==> config.mk <==
export PLATFORM = sky130hd
export DESIGN_NAME = trap_sequencer
export DESIGN_NICKNAME = d
export VERILOG_FILES = /design/src/rtl/trap_seq_pkg.sv /design/src/rtl/trap_arbiter.sv /design/src/rtl/trap_run_ctrl.sv /design/src/rtl/trap_seq_fsm.sv /design/src/rtl/trap_sequencer.sv
export SDC_FILE = /design/constraint.sdc
export NUM_CORES = 1
export LEC_CHECK = 0
export ABC_CLOCK_PERIOD_IN_PS = 5800
export BUFFER_PORTS_ARGS = -buffer_cell sky130_fd_sc_hd__buf_2
export CAP_MARGIN = 5
export CORE_MARGIN = 4
export CORE_UTILIZATION = 50
export CTS_CLUSTER_DIAMETER = 150
export CTS_CLUSTER_SIZE = 12
export DETAILED_ROUTE_END_ITERATION = 8
export GPL_ROUTABILITY_DRIVEN = 0
export PLACE_DENSITY = 0.77
export SLEW_MARGIN = 5
export SYNTH_ARGS = -nofsm -noshare
export SYNTH_HDL_FRONTEND = slang
export SYNTH_SLANG_ARGS = --single-unit
==> constraint.sdc <==
create_clock -name clk -period 5.8 [get_ports clk]
set_input_delay 0 -clock clk [delete_from_list [all_inputs] [get_ports clk]]
set_output_delay 0 -clock clk [all_outputs]
set_load 0.02 [all_outputs]
==> src/rtl/trap_seq_pkg.sv <==
package trap_seq_pkg;
  typedef enum logic [1:0] {
    RS_HALT = 2'b00,
    RS_RUN  = 2'b01,
    RS_WAIT = 2'b10
  } run_state_t;

  typedef enum logic [2:0] {
    SQ_IDLE,
    SQ_PSW_ADR,
    SQ_PSW_GET,
    SQ_PC_PUSH,
    SQ_VEC_ADR,
    SQ_VEC_WT,
    SQ_PC_GET
  } seq_state_t;
endpackage

==> src/rtl/trap_arbiter.sv <==
module trap_arbiter #(
  parameter int W = 16,
  parameter int NLVL = 8,
  parameter logic [W-1:0] VEC_BUS = W'(16'h0004),
  parameter logic [W-1:0] VEC_ILL = W'(16'h0010),
  parameter logic [W-1:0] VEC_PIRQ = W'(16'h00A0),
  localparam int LW = $clog2(NLVL)
) (
  input  logic          running,
  input  logic          waiting,
  input  logic          step,
  input  logic [LW-1:0] pri,
  input  logic [NLVL-1:0] pirq_lvl,
  input  logic          ext_req,
  input  logic [LW-1:0] ext_level,
  input  logic [W-1:0]  ext_vector,
  input  logic          bus_err,
  input  logic          illegal_op,
  output logic          take,
  output logic [W-1:0]  vec,
  output logic          from_ext,
  output logic          fetch_ok
);
  logic          sw_hit;
  logic [LW-1:0] sw_lvl;
  logic          ext_ok, use_ext, active;

  // highest software level above the current priority
  always_comb begin
    sw_hit = 1'b0;
    sw_lvl = '0;
    for (int l = 0; l < NLVL; l++) begin
      if (pirq_lvl[l] && (LW'(l) > pri)) begin
        sw_hit = 1'b1;
        sw_lvl = LW'(l);
      end
    end
  end

  assign ext_ok  = ext_req && (ext_level > pri);
  assign use_ext = ext_ok && (!sw_hit || (ext_level > sw_lvl));
  assign active  = running || waiting;

  assign take     = active && (bus_err || illegal_op || (step && (sw_hit || ext_ok)));
  assign from_ext = !bus_err && !illegal_op && use_ext;
  assign fetch_ok = running && step && !take;

  always_comb begin
    if (bus_err)         vec = VEC_BUS;
    else if (illegal_op) vec = VEC_ILL;
    else if (use_ext)    vec = ext_vector;
    else                 vec = VEC_PIRQ;
  end
endmodule

==> src/rtl/trap_run_ctrl.sv <==
module trap_run_ctrl
  import trap_seq_pkg::*;
(
  input  logic       clk,
  input  logic       rst,
  input  logic       go_cmd,
  input  logic       wait_cmd,
  input  logic       halt_cmd,
  input  logic       wake,
  output logic [1:0] state_o
);
  run_state_t st;

  always_ff @(posedge clk) begin
    if (rst)                           st <= RS_HALT;
    else if (halt_cmd)                 st <= RS_HALT;
    else if (go_cmd && st == RS_HALT)  st <= RS_RUN;
    else if (wake && st == RS_WAIT)    st <= RS_RUN;
    else if (wait_cmd && st == RS_RUN) st <= RS_WAIT;
  end

  assign state_o = st;

  a_r2_halt_wins: assert property (@(posedge clk) disable iff (rst)
    halt_cmd |=> (state_o == 2'(RS_HALT)));
endmodule

==> src/rtl/trap_seq_fsm.sv <==
module trap_seq_fsm
  import trap_seq_pkg::*;
#(
  parameter int W = 16
) (
  input  logic         clk,
  input  logic         rst,
  input  logic         start,
  input  logic [W-1:0] start_vec,
  input  logic [W-1:0] start_psw,
  input  logic [W-1:0] start_pc,
  input  logic         start_ext,
  input  logic [W-1:0] sp_kern,
  input  logic [W-1:0] sp_super,
  input  logic [W-1:0] sp_user,
  input  logic [W-1:0] mem_rdata,
  output logic         mem_en,
  output logic         mem_we,
  output logic [W-1:0] mem_addr,
  output logic [W-1:0] mem_wdata,
  output logic         busy,
  output logic         done,
  output logic         ack,
  output logic [W-1:0] new_pc,
  output logic [W-1:0] new_psw,
  output logic [W-1:0] new_sp,
  output logic [1:0]   sp_mode
);
  seq_state_t   state;
  logic [W-1:0] vec_q, opsw_q, opc_q, sp_q, sp_pick;
  logic         ext_q;

  always_comb begin
    case (mem_rdata[W-1 -: 2])
      2'b01:   sp_pick = sp_super;
      2'b11:   sp_pick = sp_user;
      default: sp_pick = sp_kern;
    endcase
  end

  always_ff @(posedge clk) begin
    if (rst) begin
      state <= SQ_IDLE;
      {mem_en, mem_we, done, ack, ext_q} <= '0;
      {mem_addr, mem_wdata, vec_q, opsw_q, opc_q, sp_q} <= '0;
      {new_pc, new_psw, new_sp} <= '0;
      sp_mode <= '0;
    end else begin
      done <= 1'b0;
      ack  <= 1'b0;
      case (state)
        SQ_IDLE: if (start) begin
          vec_q    <= start_vec;
          opsw_q   <= start_psw;
          opc_q    <= start_pc;
          ext_q    <= start_ext;
          mem_en   <= 1'b1;
          mem_we   <= 1'b0;
          mem_addr <= start_vec + W'(2);
          state    <= SQ_PSW_ADR;
        end
        SQ_PSW_ADR: begin
          mem_en <= 1'b0;
          state  <= SQ_PSW_GET;
        end
        SQ_PSW_GET: begin
          new_psw   <= mem_rdata;
          sp_mode   <= mem_rdata[W-1 -: 2];
          mem_en    <= 1'b1;
          mem_we    <= 1'b1;
          mem_addr  <= sp_pick - W'(2);
          mem_wdata <= opsw_q;
          sp_q      <= sp_pick - W'(2);
          state     <= SQ_PC_PUSH;
        end
        SQ_PC_PUSH: begin
          mem_addr  <= sp_q - W'(2);
          mem_wdata <= opc_q;
          sp_q      <= sp_q - W'(2);
          state     <= SQ_VEC_ADR;
        end
        SQ_VEC_ADR: begin
          mem_we   <= 1'b0;
          mem_addr <= vec_q;
          state    <= SQ_VEC_WT;
        end
        SQ_VEC_WT: begin
          mem_en <= 1'b0;
          state  <= SQ_PC_GET;
        end
        SQ_PC_GET: begin
          new_pc <= mem_rdata;
          new_sp <= sp_q;
          done   <= 1'b1;
          ack    <= ext_q;
          state  <= SQ_IDLE;
        end
        default: state <= SQ_IDLE;
      endcase
    end
  end

  assign busy = (state != SQ_IDLE);

  a_r12_mem_in_seq: assert property (@(posedge clk) disable iff (rst)
    mem_en |-> busy);
  a_r10_pc_below_psw: assert property (@(posedge clk) disable iff (rst)
    (state == SQ_VEC_ADR) |-> (mem_en && mem_we && mem_addr == $past(mem_addr) - W'(2)));
endmodule

==> src/rtl/trap_sequencer.sv <==
module trap_sequencer
  import trap_seq_pkg::*;
#(
  parameter int W = 16,
  parameter int NLVL = 8,
  parameter int PRI_LSB = 5,
  parameter int ERRW = 8,
  parameter int NXM_BIT = 5,
  parameter int TMO_BIT = 4,
  parameter logic [W-1:0] VEC_BUS = W'(16'h0004),
  parameter logic [W-1:0] VEC_ILL = W'(16'h0010),
  parameter logic [W-1:0] VEC_PIRQ = W'(16'h00A0),
  localparam int LW = $clog2(NLVL)
) (
  input  logic            clk,
  input  logic            rst,
  input  logic            go_cmd,
  input  logic            wait_cmd,
  input  logic            halt_cmd,
  input  logic            step,
  input  logic [W-1:0]    psw_in,
  input  logic [W-1:0]    pc_in,
  input  logic [NLVL-1:0] pirq_lvl,
  input  logic            ext_req,
  input  logic [LW-1:0]   ext_level,
  input  logic [W-1:0]    ext_vector,
  input  logic            bus_nxm,
  input  logic            bus_tmo,
  input  logic            illegal_op,
  input  logic [W-1:0]    sp_kern,
  input  logic [W-1:0]    sp_super,
  input  logic [W-1:0]    sp_user,
  input  logic [W-1:0]    mem_rdata,
  output logic            mem_en,
  output logic            mem_we,
  output logic [W-1:0]    mem_addr,
  output logic [W-1:0]    mem_wdata,
  output logic [1:0]      run_state,
  output logic            busy,
  output logic            fetch,
  output logic            trap_done,
  output logic            ext_ack,
  output logic [W-1:0]    new_pc,
  output logic [W-1:0]    new_psw,
  output logic [W-1:0]    new_sp,
  output logic [1:0]      sp_mode,
  output logic [ERRW-1:0] cpu_err
);
  logic         running, waiting, take, from_ext, fetch_ok, wake;
  logic [W-1:0] vec;

  assign running = (run_state == 2'(RS_RUN))  && !busy;
  assign waiting = (run_state == 2'(RS_WAIT)) && !busy;
  assign wake    = take && from_ext && waiting;

  trap_arbiter #(.W(W), .NLVL(NLVL), .VEC_BUS(VEC_BUS), .VEC_ILL(VEC_ILL),
                 .VEC_PIRQ(VEC_PIRQ)) u_arb (
    .running(running), .waiting(waiting), .step(step),
    .pri(psw_in[PRI_LSB +: LW]), .pirq_lvl(pirq_lvl),
    .ext_req(ext_req), .ext_level(ext_level), .ext_vector(ext_vector),
    .bus_err(bus_nxm || bus_tmo), .illegal_op(illegal_op),
    .take(take), .vec(vec), .from_ext(from_ext), .fetch_ok(fetch_ok));

  trap_run_ctrl u_run (
    .clk(clk), .rst(rst), .go_cmd(go_cmd), .wait_cmd(wait_cmd),
    .halt_cmd(halt_cmd), .wake(wake), .state_o(run_state));

  trap_seq_fsm #(.W(W)) u_seq (
    .clk(clk), .rst(rst), .start(take), .start_vec(vec),
    .start_psw(psw_in), .start_pc(pc_in), .start_ext(from_ext),
    .sp_kern(sp_kern), .sp_super(sp_super), .sp_user(sp_user),
    .mem_rdata(mem_rdata), .mem_en(mem_en), .mem_we(mem_we),
    .mem_addr(mem_addr), .mem_wdata(mem_wdata), .busy(busy),
    .done(trap_done), .ack(ext_ack), .new_pc(new_pc), .new_psw(new_psw),
    .new_sp(new_sp), .sp_mode(sp_mode));

  always_ff @(posedge clk) begin
    if (rst) begin
      fetch   <= 1'b0;
      cpu_err <= '0;
    end else begin
      fetch <= fetch_ok;
      if (take && bus_nxm) cpu_err[NXM_BIT] <= 1'b1;
      if (take && bus_tmo) cpu_err[TMO_BIT] <= 1'b1;
    end
  end

  a_r3_halt_no_start: assert property (@(posedge clk) disable iff (rst)
    (run_state == 2'(RS_HALT) && !busy) |=> !busy);
  a_r7_wait_no_fetch: assert property (@(posedge clk) disable iff (rst)
    (run_state == 2'(RS_WAIT)) |=> !fetch);
  a_r8_err_sticky: assert property (@(posedge clk) disable iff (rst)
    1'b1 |=> ((cpu_err & $past(cpu_err)) == $past(cpu_err)));
  a_r12_no_fetch_busy: assert property (@(posedge clk) disable iff (rst)
    !(fetch && busy));
endmodule

==> Word level (Yosys, flattened, before mapping) <==
Cells that the tools add are included.
{ "totals": {"register_bits": 159, "input_bits": 133, "out_inout_bits": 98, "wordCells": 131} }
{ "classes": {"add_sub_neg": 3, "order_cmp": 10, "n_eq_ne": 11, "n_mux": 33, "bitwise": 1, "n_reduce_logical": 52} }
{ "op_table": {"columns": ["cell", "count"], "rows": [
  ["16-bit one-hot mux with 2 select lines", 3],
  ["16-bit 2-to-1 mux", 4],
  ["16-bit one-hot mux with 4 select lines", 1],
  ["16-bit by 2-bit subtractor with 16-bit output, second input constant", 2],
  ["1-bit logical AND", 25],
  ["3-bit one-hot mux with 6 select lines", 1],
  ["16-bit by 2-bit adder with 16-bit output, second input constant", 1],
  ["1-bit 2-to-1 mux", 15],
  ["3-bit 2-to-1 mux", 5],
  ["3-bit greater-than comparator, first input constant", 4],
  ["3-bit nonzero test", 4],
  ["3-bit == test, second input constant", 3],
  ["2-bit AND reduction", 4],
  ["3-bit by 2-bit == test with 1-bit output, second input constant", 2],
  ["1-bit by 3-bit greater-than comparator with 1-bit output, first input constant", 2],
  ["2-bit by 3-bit greater-than comparator with 1-bit output, first input constant", 2],
  ["3-bit greater-than comparator", 2],
  ["1-bit logical OR", 6],
  ["1-bit one-hot mux with 3 select lines", 2],
  ["2-bit OR reduction", 3],
  ["1-bit logical NOT", 5],
  ["2-bit by 1-bit == test with 1-bit output, second input constant", 2],
  ["2-bit == test, second input constant", 2],
  ["2-bit 2-to-1 mux", 2],
  ["8 further kinds", 8]
]} }

==> Logic depth before layout (Yosys ltp) <==
Gate-level depths: netlist (run 1).
{ "depth": {"depth_word": 19, "depth_mapped": 22, "ltp_nobuf": 21} }

==> Hierarchy <==
Synthesis (run 1) repeated with hierarchy kept, for this count alone.
{ "hier_totals": {"hier_cells": 953, "area_unflattened_um2": 7536.0} }
{ "modules_own_cells": {"columns": ["mod", "n_inst", "cells_each", "area_per_inst_um2"], "rows": [
  ["trap_seq_fsm", 1, 857, 6765.2],
  ["trap_arbiter", 1, 68, 508.0],
  ["trap_sequencer", 1, 19, 165.2],
  ["trap_run_ctrl", 1, 9, 97.6]
]} }

==> Least setup slack after synthesis (run 1) <==
No wires, ideal clock.
{ "synth_path": {"path_kind": "input port to flip-flop", "from": "in psw_in[7]", "to": "reg u_seq.mem_addr[15]", "setup_ns": 0.070, "arrival_ns": 3.469, "path_slack_ns": 2.261, "path_stages": 20, "n_path_buf": 3, "cell_sequence": "buf_2 -> o2bb2ai_1 -> o21ai_0 -> nand2b_1 -> inv_1 -> ha_1 -> o21ai_0 -> a32oi_1 -> o21ba_1 -> clkbuf_1 -> buf_2 -> o41ai_1 -> ha_1 -> nand3_1 -> or4_1 -> nor3_1 -> o21ai_0 -> o31ai_1 -> o211ai_1 -> a21oi_1"} }
{ "synth_via": {"elab_chain_cells": 19} }
{ "synth_lines": {"columns": ["item", "line_no", "source"], "rows": [
  ["from (decl)", "trap_sequencer.sv:21", "input logic [W-1:0] psw_in,"],
  ["branches (longest 12 deep; another with 1-bit by 3-bit greater-than comparator with 1-bit output)", null, null],
  ["1-bit logical AND (*)", "trap_arbiter.sv:41", "assign use_ext = ext_ok && (!sw_hit || (ext_level > sw_lvl));"],
  ["16-bit 2-to-1 mux (*)", "trap_arbiter.sv:51", "else if (use_ext) vec = ext_vector;"],
  ["16-bit 2-to-1 mux (*)", "trap_arbiter.sv:50", "else if (illegal_op) vec = VEC_ILL;"],
  ["16-bit 2-to-1 mux (*)", "trap_arbiter.sv:49", "if (bus_err) vec = VEC_BUS;"],
  ["named net u_arb.vec[2]", "trap_arbiter.sv:20", "output logic [W-1:0] vec,"],
  ["16-bit by 2-bit adder with 16-bit output (*)", "trap_seq_fsm.sv:59", "mem_addr <= start_vec + W'(2);"],
  ["16-bit 2-to-1 mux (*)", "trap_seq_fsm.sv:52", "SQ_IDLE: if (start) begin"],
  ["16-bit one-hot mux with 4 select lines (*)", "trap_seq_fsm.sv:51", "case (state)"],
  ["to (signal assigned)", "trap_seq_fsm.sv:59", null],
  ["to (signal assigned)", "trap_seq_fsm.sv:71", "mem_addr <= sp_pick - W'(2);"],
  ["to (signal assigned)", "trap_seq_fsm.sv:77", "mem_addr <= sp_q - W'(2);"],
  ["to (decl)", "trap_seq_fsm.sv:19", "output logic [W-1:0] mem_addr,"]
]} }
Mark *: on every way through the listed nets, which the timed path passes. The select of a mux whose other input is x is not followed.
A chain may end at the register's enable or synchronous reset.

==> Worst setup path in the final report (run 1) <==
{ "layout_path": {"from": "in psw_in[6]", "to": "reg u_seq.mem_addr[15]"} }
The elaborated chain is that of the path after synthesis.

==> results of run 1 <==
==> registers in the layout, summed over array words and instances (netlist names) <==
| name | cells |
|---|---|
| u_seq.done | 1 |
| u_seq.mem_wdata | 16 |
| u_seq.opsw_q | 16 |
| u_seq.mem_we | 1 |
| u_seq.state | 3 |
| u_seq.new_psw | 14 |
| u_seq.opc_q | 16 |
| u_seq.sp_q | 16 |
| u_seq.vec_q | 16 |
| u_run.state_o | 2 |
| cpu_err | 2 |
| u_seq.mem_addr | 16 |
| u_seq.ext_q | 1 |
| u_seq.new_pc | 16 |
| u_seq.ack | 1 |
| u_seq.mem_en | 1 |
| u_seq.new_sp | 16 |
| fetch | 1 |
| u_seq.sp_mode | 2 |
==> metrics by stage <==
stage	instance area [um2]	cells	worst slack [ns]	utilization	power, W
floorplan	7930	1020	2.261	-	0.001566
global placement	9044	1384	1.856	0.5884	0.001730
detailed placement	9044	1384	1.776	0.5884	0.001737
CTS	10270	1484	1.693	0.6679	0.002788
global route	10270	1484	1.129	0.6679	0.002904
finish	10270	1485	1.600	0.6681	0.002786
==> logic make-up after synthesis <==
group,Yosys count
adder cells (fa/ha/maj),9
buffers and inverters,97
AO/OA/AOI/OAI,266
AND/OR/NAND/NOR,410
XOR/XNOR,31
multiplexers,44
flip-flops,157
other,1
==> cells in the mapped netlist (6+ instances only) <==
cell,count
xnor2_1,17
nand2_1,219
dfxtp_1,157
o211ai_1,7
o21ai_0,28
buf_2,12
mux2i_1,34
inv_1,17
nor2_1,96
a211oi_1,29
mux2_2,6
xor2_1,14
a22oi_1,11
buf_4,8
a21oi_1,126
o22ai_1,9
nand2b_1,8
ha_1,9
nor3_1,16
nand4_1,9
clkbuf_1,53
nand3_1,16
==> worst max-delay path: stages <==
cell	delay, ns
dlygate4sd3_1	0.52
buf_2	0.18
inv_1	0.11
a31oi_1	0.14
o22ai_1	0.10
a21oi_1	0.15
a21oi_1	0.06
ha_1	0.17
nor2b_1	0.09
o21ai_0	0.07
a32oi_1	0.18
o21ba_1	0.40
nor2_1	0.50
and2_1	0.21
ha_1	0.21
nand3_1	0.14
or4_1	0.56
nor3_1	0.15
o21ai_0	0.10
o31ai_1	0.25
o211ai_1	0.13
a21oi_1	0.13
==> path summary, 6_finish.rpt <==
| path | slack, ns | start | to | depth (start not counted) |
|---|---|---|---|---|
| hold reg to reg | 0.45 | u_seq.new_sp[3] | u_seq.new_sp[3] | 2 |
| setup / recovery | 1.60 | psw_in[6] | u_seq.mem_addr[15] | 22 |
| setup reg to reg | 2.90 | u_seq.state[0] | u_seq.mem_addr[8] | 7 |
| hold / removal | 0.03 | mem_rdata[15] | u_seq.sp_mode[1] | 3 |
==> cell type report <==
type / count / area [um2] / share of cell area
antenna: 1 / 2.502 / 0.0002437
clock buffer: 19 / 432.9 / 0.04216
clock inverter: 13 / 108.9 / 0.01060
inverter: 17 / 63.81 / 0.006214
multi-input combinational: 766 / 4378 / 0.4263
sequential: 157 / 3144 / 0.3062
tap: 211 / 264.0 / 0.02571
timing repair buffer: 301 / 1874 / 0.1825
==> layer usage <==
layer	wire length (um)	GRT usage	share of wire	vias up
li1	-	-	-	4032
met3	2198	0.06939	0.090	47
met2	11700	0.4497	0.48	388
met1	9980	0.3284	0.41	3789
met4	491	0.08057	0.020	0
met5	0	0	0	-
==> power groups by stage <==
stage	logic, W	clock network [W]	registers [W]
2_1_floorplan	0.000348	0	0.00122
3_3_place_gp	0.000538	0	0.00119
3_5_place_dp	0.000544	0	0.00119
4_1_cts	0.000581	0.00104	0.00117
5_1_grt	0.000645	0.00108	0.00118
6_report	0.000590	0.00102	0.00117
==> what timing repair did <==
action	4_1_cts	5_1_grt
setup endpoints to repair	0	0
hold endpoints to repair	80	0
buffers inserted	0	0
hold buffers	68	0
==> results.py, run 1 <==
metrics = {
    "die": {
        "die_h_um": 133.8,
        "num_rows": 45,
        "die_w_um": 133.8,
        "die-area_um2": 17900,
        "start_util": 0.5147,
        "design.portCount": 231,
        "core_area_um2": 15370,
    },
    "power": {
        "p_sw_frac": 0.3117,
        "ir_drop_v": 0.0002004,
        "total_leakage_power_nw": 4.222,
        "powerDensity_nw_per_um2": 271.4,
        "seq_power_share": 0.420,
        "internal_power_w": 0.001918,
        "switchingPower_w": 0.0008685,
        "power_frac_comb": 0.212,
        "power_frac_clock": 0.368,
    },
    "synthesis": {
        "synthMuxAreaShare": 0.05915,
        "yosysTopAreaCell": "dfxtp_1",
        "synth_edf_count": 0,
        "ys_warn_count": 0,
        "synth_top_family_by_area": "simple AND/OR/NAND/NOR gates",
        "synth_top_flop_cell": "dfxtp_1",
        "yosys.area_share.simple": 0.2314,
        "synthTopCellsByArea": "dfxtp_1, nand2_1, a21oi_1, nor2_1, mux2i_1",
        "syn_avg_cell_area_um2": 7.794,
        "synth_compound_area_frac": 0.2096,
        "syn_area_um2": 7911,
        "syn_inst": 1015,
        "synth_top_area_frac": 0.3973,
        "synth_cell_type_count": 75,
        "synthAdderAreaFrac": 0.01423,
        "synth-seq-area-share": 0.3973,
        "synth-xor-area-share": 0.03432,
        "ys_ff_latch": 157,
        "async_flop_share": 0,
    },
    "timing": {
        "worst_pin_slew_ns": 1.011,
        "hold_slack_ns": 0.02647,
        "tns_ns": 0,
        "drv_slew": 0,
        "clock_skew_ns": 0.01074,
        "rsz0062_at_grt": "no",
        "finalSetupViolations": 0,
        "post-route-min-period_ns": 4.200,
        "fin_crit_sh": 0.7241,
        "hold_violations": 0,
        "maxSlewHeadroom": 0.3258,
        "max_freq_mhz": 238.1,
    },
    "route": {
        "dr.pass1.iters": 7,
        "drtIter0Drc": 741,
        "via_per_inst": 5.560,
        "post-route-drc-count": 0,
        "ant_nets": 0,
        "wl_um": 24380,
        "wl_per_cell_um": 16.41,
        "num_vias": 8256,
    },
    "global_route": {
        "grt_max_degree": 86,
        "first_global_vias": 7746,
        "antenna_found_initial": 0,
        "grt_overflow_total": 0,
        "grt_pass1_wl_um": 38860,
        "grt_usage": 0.2641,
    },
    "critical_path": {
        "crit_path_max_fanout": 16,
        "worstSetupPathType": "in -> reg",
        "cp-start-kind": "input port",
        "worstPathRequired_ns": 6.15,
        "end_kind": "flip-flop",
        "arrival_ns": 4.55,
    },
    "cts": {
        "cts_tree": "done",
        "root_buffer": "clkbuf_16",
        "clock-sinks": 157,
        "cts.clk_slew.worst_paths_ns": 0.06,
        "clock_path_buffers": 2,
        "htree_levels": 4,
        "cts_resized": 0,
        "numCtsBuffers": 17,
        "clk_latency_ns": 0.44,
    },
    "cells_and_area": {
        "final_cell_mix": "buf_2, nand2_1, dfxtp_1",
        "n_fill_cell": 1313,
        "areaGrowthSynthToFinish_pct": 29.80,
        "drive_gt1_frac": 0.2302,
        "layout_commonest_cell": "buf_2",
        "fin_nets": 1402,
    },
    "placement": {
        "portBuffers": 223,
        "hpwl_um": 16200,
    },
    "flow_run": {
        "drv_cap": 0,
    },
    "hold_path": {
        "hold_path.class": "in -> reg",
    },
    "status": {
        "status": "complete, no violations",
    },
}
(Power assumes the default switching activity.)
==> run 2: changes to the inputs <==
--- a/config.mk
+++ b/config.mk
@@ -5,16 +5,16 @@
 export SDC_FILE = /design/constraint.sdc
 export NUM_CORES = 1
 export LEC_CHECK = 0
-export ABC_CLOCK_PERIOD_IN_PS = 5800
+export ABC_CLOCK_PERIOD_IN_PS = 3500
 export BUFFER_PORTS_ARGS = -buffer_cell sky130_fd_sc_hd__buf_2
 export CAP_MARGIN = 5
 export CORE_MARGIN = 4
-export CORE_UTILIZATION = 50
+export CORE_UTILIZATION = 47
 export CTS_CLUSTER_DIAMETER = 150
 export CTS_CLUSTER_SIZE = 12
 export DETAILED_ROUTE_END_ITERATION = 8
 export GPL_ROUTABILITY_DRIVEN = 0
-export PLACE_DENSITY = 0.77
+export PLACE_DENSITY = 0.76
 export SLEW_MARGIN = 5
 export SYNTH_ARGS = -nofsm -noshare
 export SYNTH_HDL_FRONTEND = slang
==> constraint.sdc (replaced) <==
create_clock -name clk -period 3.5 [get_ports clk]
set_input_delay 0 -clock clk [delete_from_list [all_inputs] [get_ports clk]]
set_output_delay 0 -clock clk [all_outputs]
set_load 0.02 [all_outputs]
==> run 2 against run 1 <==
Worst hold slack worse by 0.0092 ns. Non-clock buffer count up 27. Clock power up 79%. Sequential cell count unchanged. Register-to-register slack worse by 2.4 ns. Final cell count up 2.4%. Final area up 3.1%. Count of clock-buffer cells in the layout down 1.
==> results.py, run 2 (synthesized netlist as in run 1, its figures left out) <==
metrics = {
    "cells_and_area": {
        "fin_area_um2": 10590,
        "n_fill_cell": 1471,
        "fin_nets": 1429,
        "areaGrowthSynthToFinish_pct": 33.80,
        "layout_commonest_cell": "buf_2",
        "final_core_utilization": 0.6406,
        "drive_gt1_frac": 0.2408,
        "multi_input_area_um2": 4399,
        "diodes": 0,
        "final_cell_mix": "buf_2, nand2_1, dfxtp_1",
        "area.sequential_um2": 3144,
    },
    "timing": {
        "clock_skew_ns": 0.008707,
        "drv_slew": 0,
        "fin_crit_sh": 0.9041,
        "hold_violations": 0,
        "finalWorstSetupSlack_ns": 0.3355,
        "maxSlewHeadroom": 0.5364,
        "post-route-min-period_ns": 3.164,
        "hold_slack_ns": 0.01723,
        "rsz0062_at_grt": "no",
        "max_freq_mhz": 316.0,
        "worst_pin_slew_ns": 0.6882,
        "finalSetupViolations": 0,
    },
    "route": {
        "drtIter0Drc": 644,
        "wl_um": 24650,
        "post-route-drc-count": 0,
        "dr.pass1.iters": 5,
        "num_vias": 8405,
        "via_per_inst": 5.530,
        "wl_per_cell_um": 16.22,
        "ant_nets": 0,
    },
    "power": {
        "seq_power_share": 0.408,
        "p_sw_frac": 0.3135,
        "internal_power_w": 0.003286,
        "powerDensity_nw_per_um2": 452.1,
        "power_frac_comb": 0.210,
        "power_frac_clock": 0.382,
        "switchingPower_w": 0.001500,
        "ir_drop_v": 0.0003715,
        "total_leakage_power_nw": 4.408,
        "total_power_w": 0.004786,
    },
    "cts": {
        "cts.clk_slew.worst_paths_ns": 0.07,
        "clock_path_buffers": 2,
        "clock-sinks": 157,
        "numCtsBuffers": 17,
        "post_cts_buffers": 0,
        "clk_latency_ns": 0.43,
        "cts_tree": "done",
        "root_buffer": "clkbuf_16",
        "htree_levels": 4,
    },
    "global_route": {
        "grt_max_degree": 66,
        "antenna_found_initial": 0,
        "grt_usage": 0.2518,
        "grt_pass1_wl_um": 38300,
        "grt_overflow_total": 0,
        "first_global_vias": 7872,
    },
    "critical_path": {
        "worstSetupPathType": "in -> reg",
        "cp-start-kind": "input port",
        "worstPathRequired_ns": 3.85,
        "end_kind": "flip-flop",
        "cp_cell_sequence": "buf_2 -> inv_1 -> o21ai_0 -> o21ai_0 -> a21oi_1 -> a21oi_1 -> a21oi_1 -> ha_1 -> a32oi_2 -> o21ba_2 -> o41ai_2 -> ha_2 -> nand3_1 -> or4_4 -> nor3_1 -> o21ai_0 -> o31ai_1 -> o211ai_1 -> a21oi_1",
        "cpMostUsedCell": "a21oi_1",
        "cp_top_family": "compound AO/OA/AOI/OAI gates",
        "cpPeakStageDelay_ns": 0.51,
        "crit_path_max_fanout": 5,
        "arrival_ns": 3.52,
        "crit_buf_inv": 2,
        "crit_slowest_cell": "or4_4",
    },
    "die": {
        "die_w_um": 137.7,
        "design.portCount": 231,
        "die_h_um": 137.7,
        "num_rows": 47,
        "core_area_um2": 16520,
        "start_util": 0.4788,
        "die-area_um2": 18970,
    },
    "placement": {
        "portBuffers": 223,
        "postPlaceCellArea_um2": 9180,
        "dpl_worst_slack_ns": -0.04538,
        "hpwl_um": 16760,
    },
    "hold_path": {
        "hold_path.class": "in -> reg",
    },
    "status": {
        "status": "complete, no violations",
    },
    "flow_run": {
        "drv_cap": 0,
    },
}
==> run 2: cell count changes in the layout (fill, tap and decap cells not counted), sizes merged <==
| cell | before | now |
|---|---|---|
| bufinv | 0 | 1 |
| dlygate4sd3 | 68 | 81 |
| diode | 1 | 0 |
| inv | 22 | 25 |
| buf | 233 | 247 |
| clkinvlp | 2 | 1 |
| clkinv | 6 | 4 |
| clkbuf | 19 | 18 |
==> run 2: tightest hold or removal path: stages <==
cell and delay (ns):
buf_2 0.07, o21ai_0 0.10, nor2_1 0.11, a21oi_1 0.05, nor2_1 0.08
==> run 2: per-stage QoR <==
step | cells | setup TNS, ns
2_1_floorplan | 1020 | 0
3_3_place_gp | 1407 | 0
3_5_place_dp | 1407 | -0.04538
4_1_cts | 1520 | 0
5_1_grt | 1520 | 0
6_report | 1520 | 0
==> run 2: layout make-up <==
cell class,count,share of cell area
Clock inverter,14,0.01430
Inverter,17,0.006028
Sequential cell,157,0.2970
Tap cell,220,0.02600
Timing Repair Buffer,328,0.2005
Clock buffer,18,0.04054
Multi-Input combinational cell,766,0.4156
==> run 2: path summary, 6_finish.rpt <==
path,start,endpoint,slack (ns),depth (start not counted)
worst min-delay path,sp_kern[0],u_seq.sp_q[0],0.02,5
worst min register to register,u_seq.new_psw[13],u_seq.new_psw[13],0.45,2
worst max-delay path,pirq_lvl[7],u_seq.mem_addr[15],0.34,19
worst max register to register,u_seq.state[0],u_seq.vec_q[11],0.53,6
==> run 2: power groups by stage <==
stage / clock network (W) / registers (W) / logic (W)
after floorplan: 0 / 0.00202 / 0.000578
after global placement: 0 / 0.00199 / 0.000909
after detailed placement: 0 / 0.00199 / 0.000922
after CTS: 0.00186 / 0.00195 / 0.000987
after global routing: 0.00194 / 0.00196 / 0.00109
final: 0.00183 / 0.00195 / 0.00100
==> run 2: layer usage <==
layer  routed length (um)  vias to the layer above  share of wire  GRT usage
met5                    0                        -              0          0
met4                  705                        0          0.029    0.09440
met3                 2026                       67          0.082    0.05478
met2                11780                      366           0.48     0.4276
met1                10140                     3888           0.41     0.3128
li1                     -                     4084              -          -
==> run 2: what timing repair did <==
| item | 4_1_cts | 5_1_grt |
|---|---|---|
| gates resized for setup | 0 | 4 |
| hold endpoints to repair | 82 | 0 |
| hold buffers | 81 | 0 |
| setup endpoints to repair | 0 | 1 |
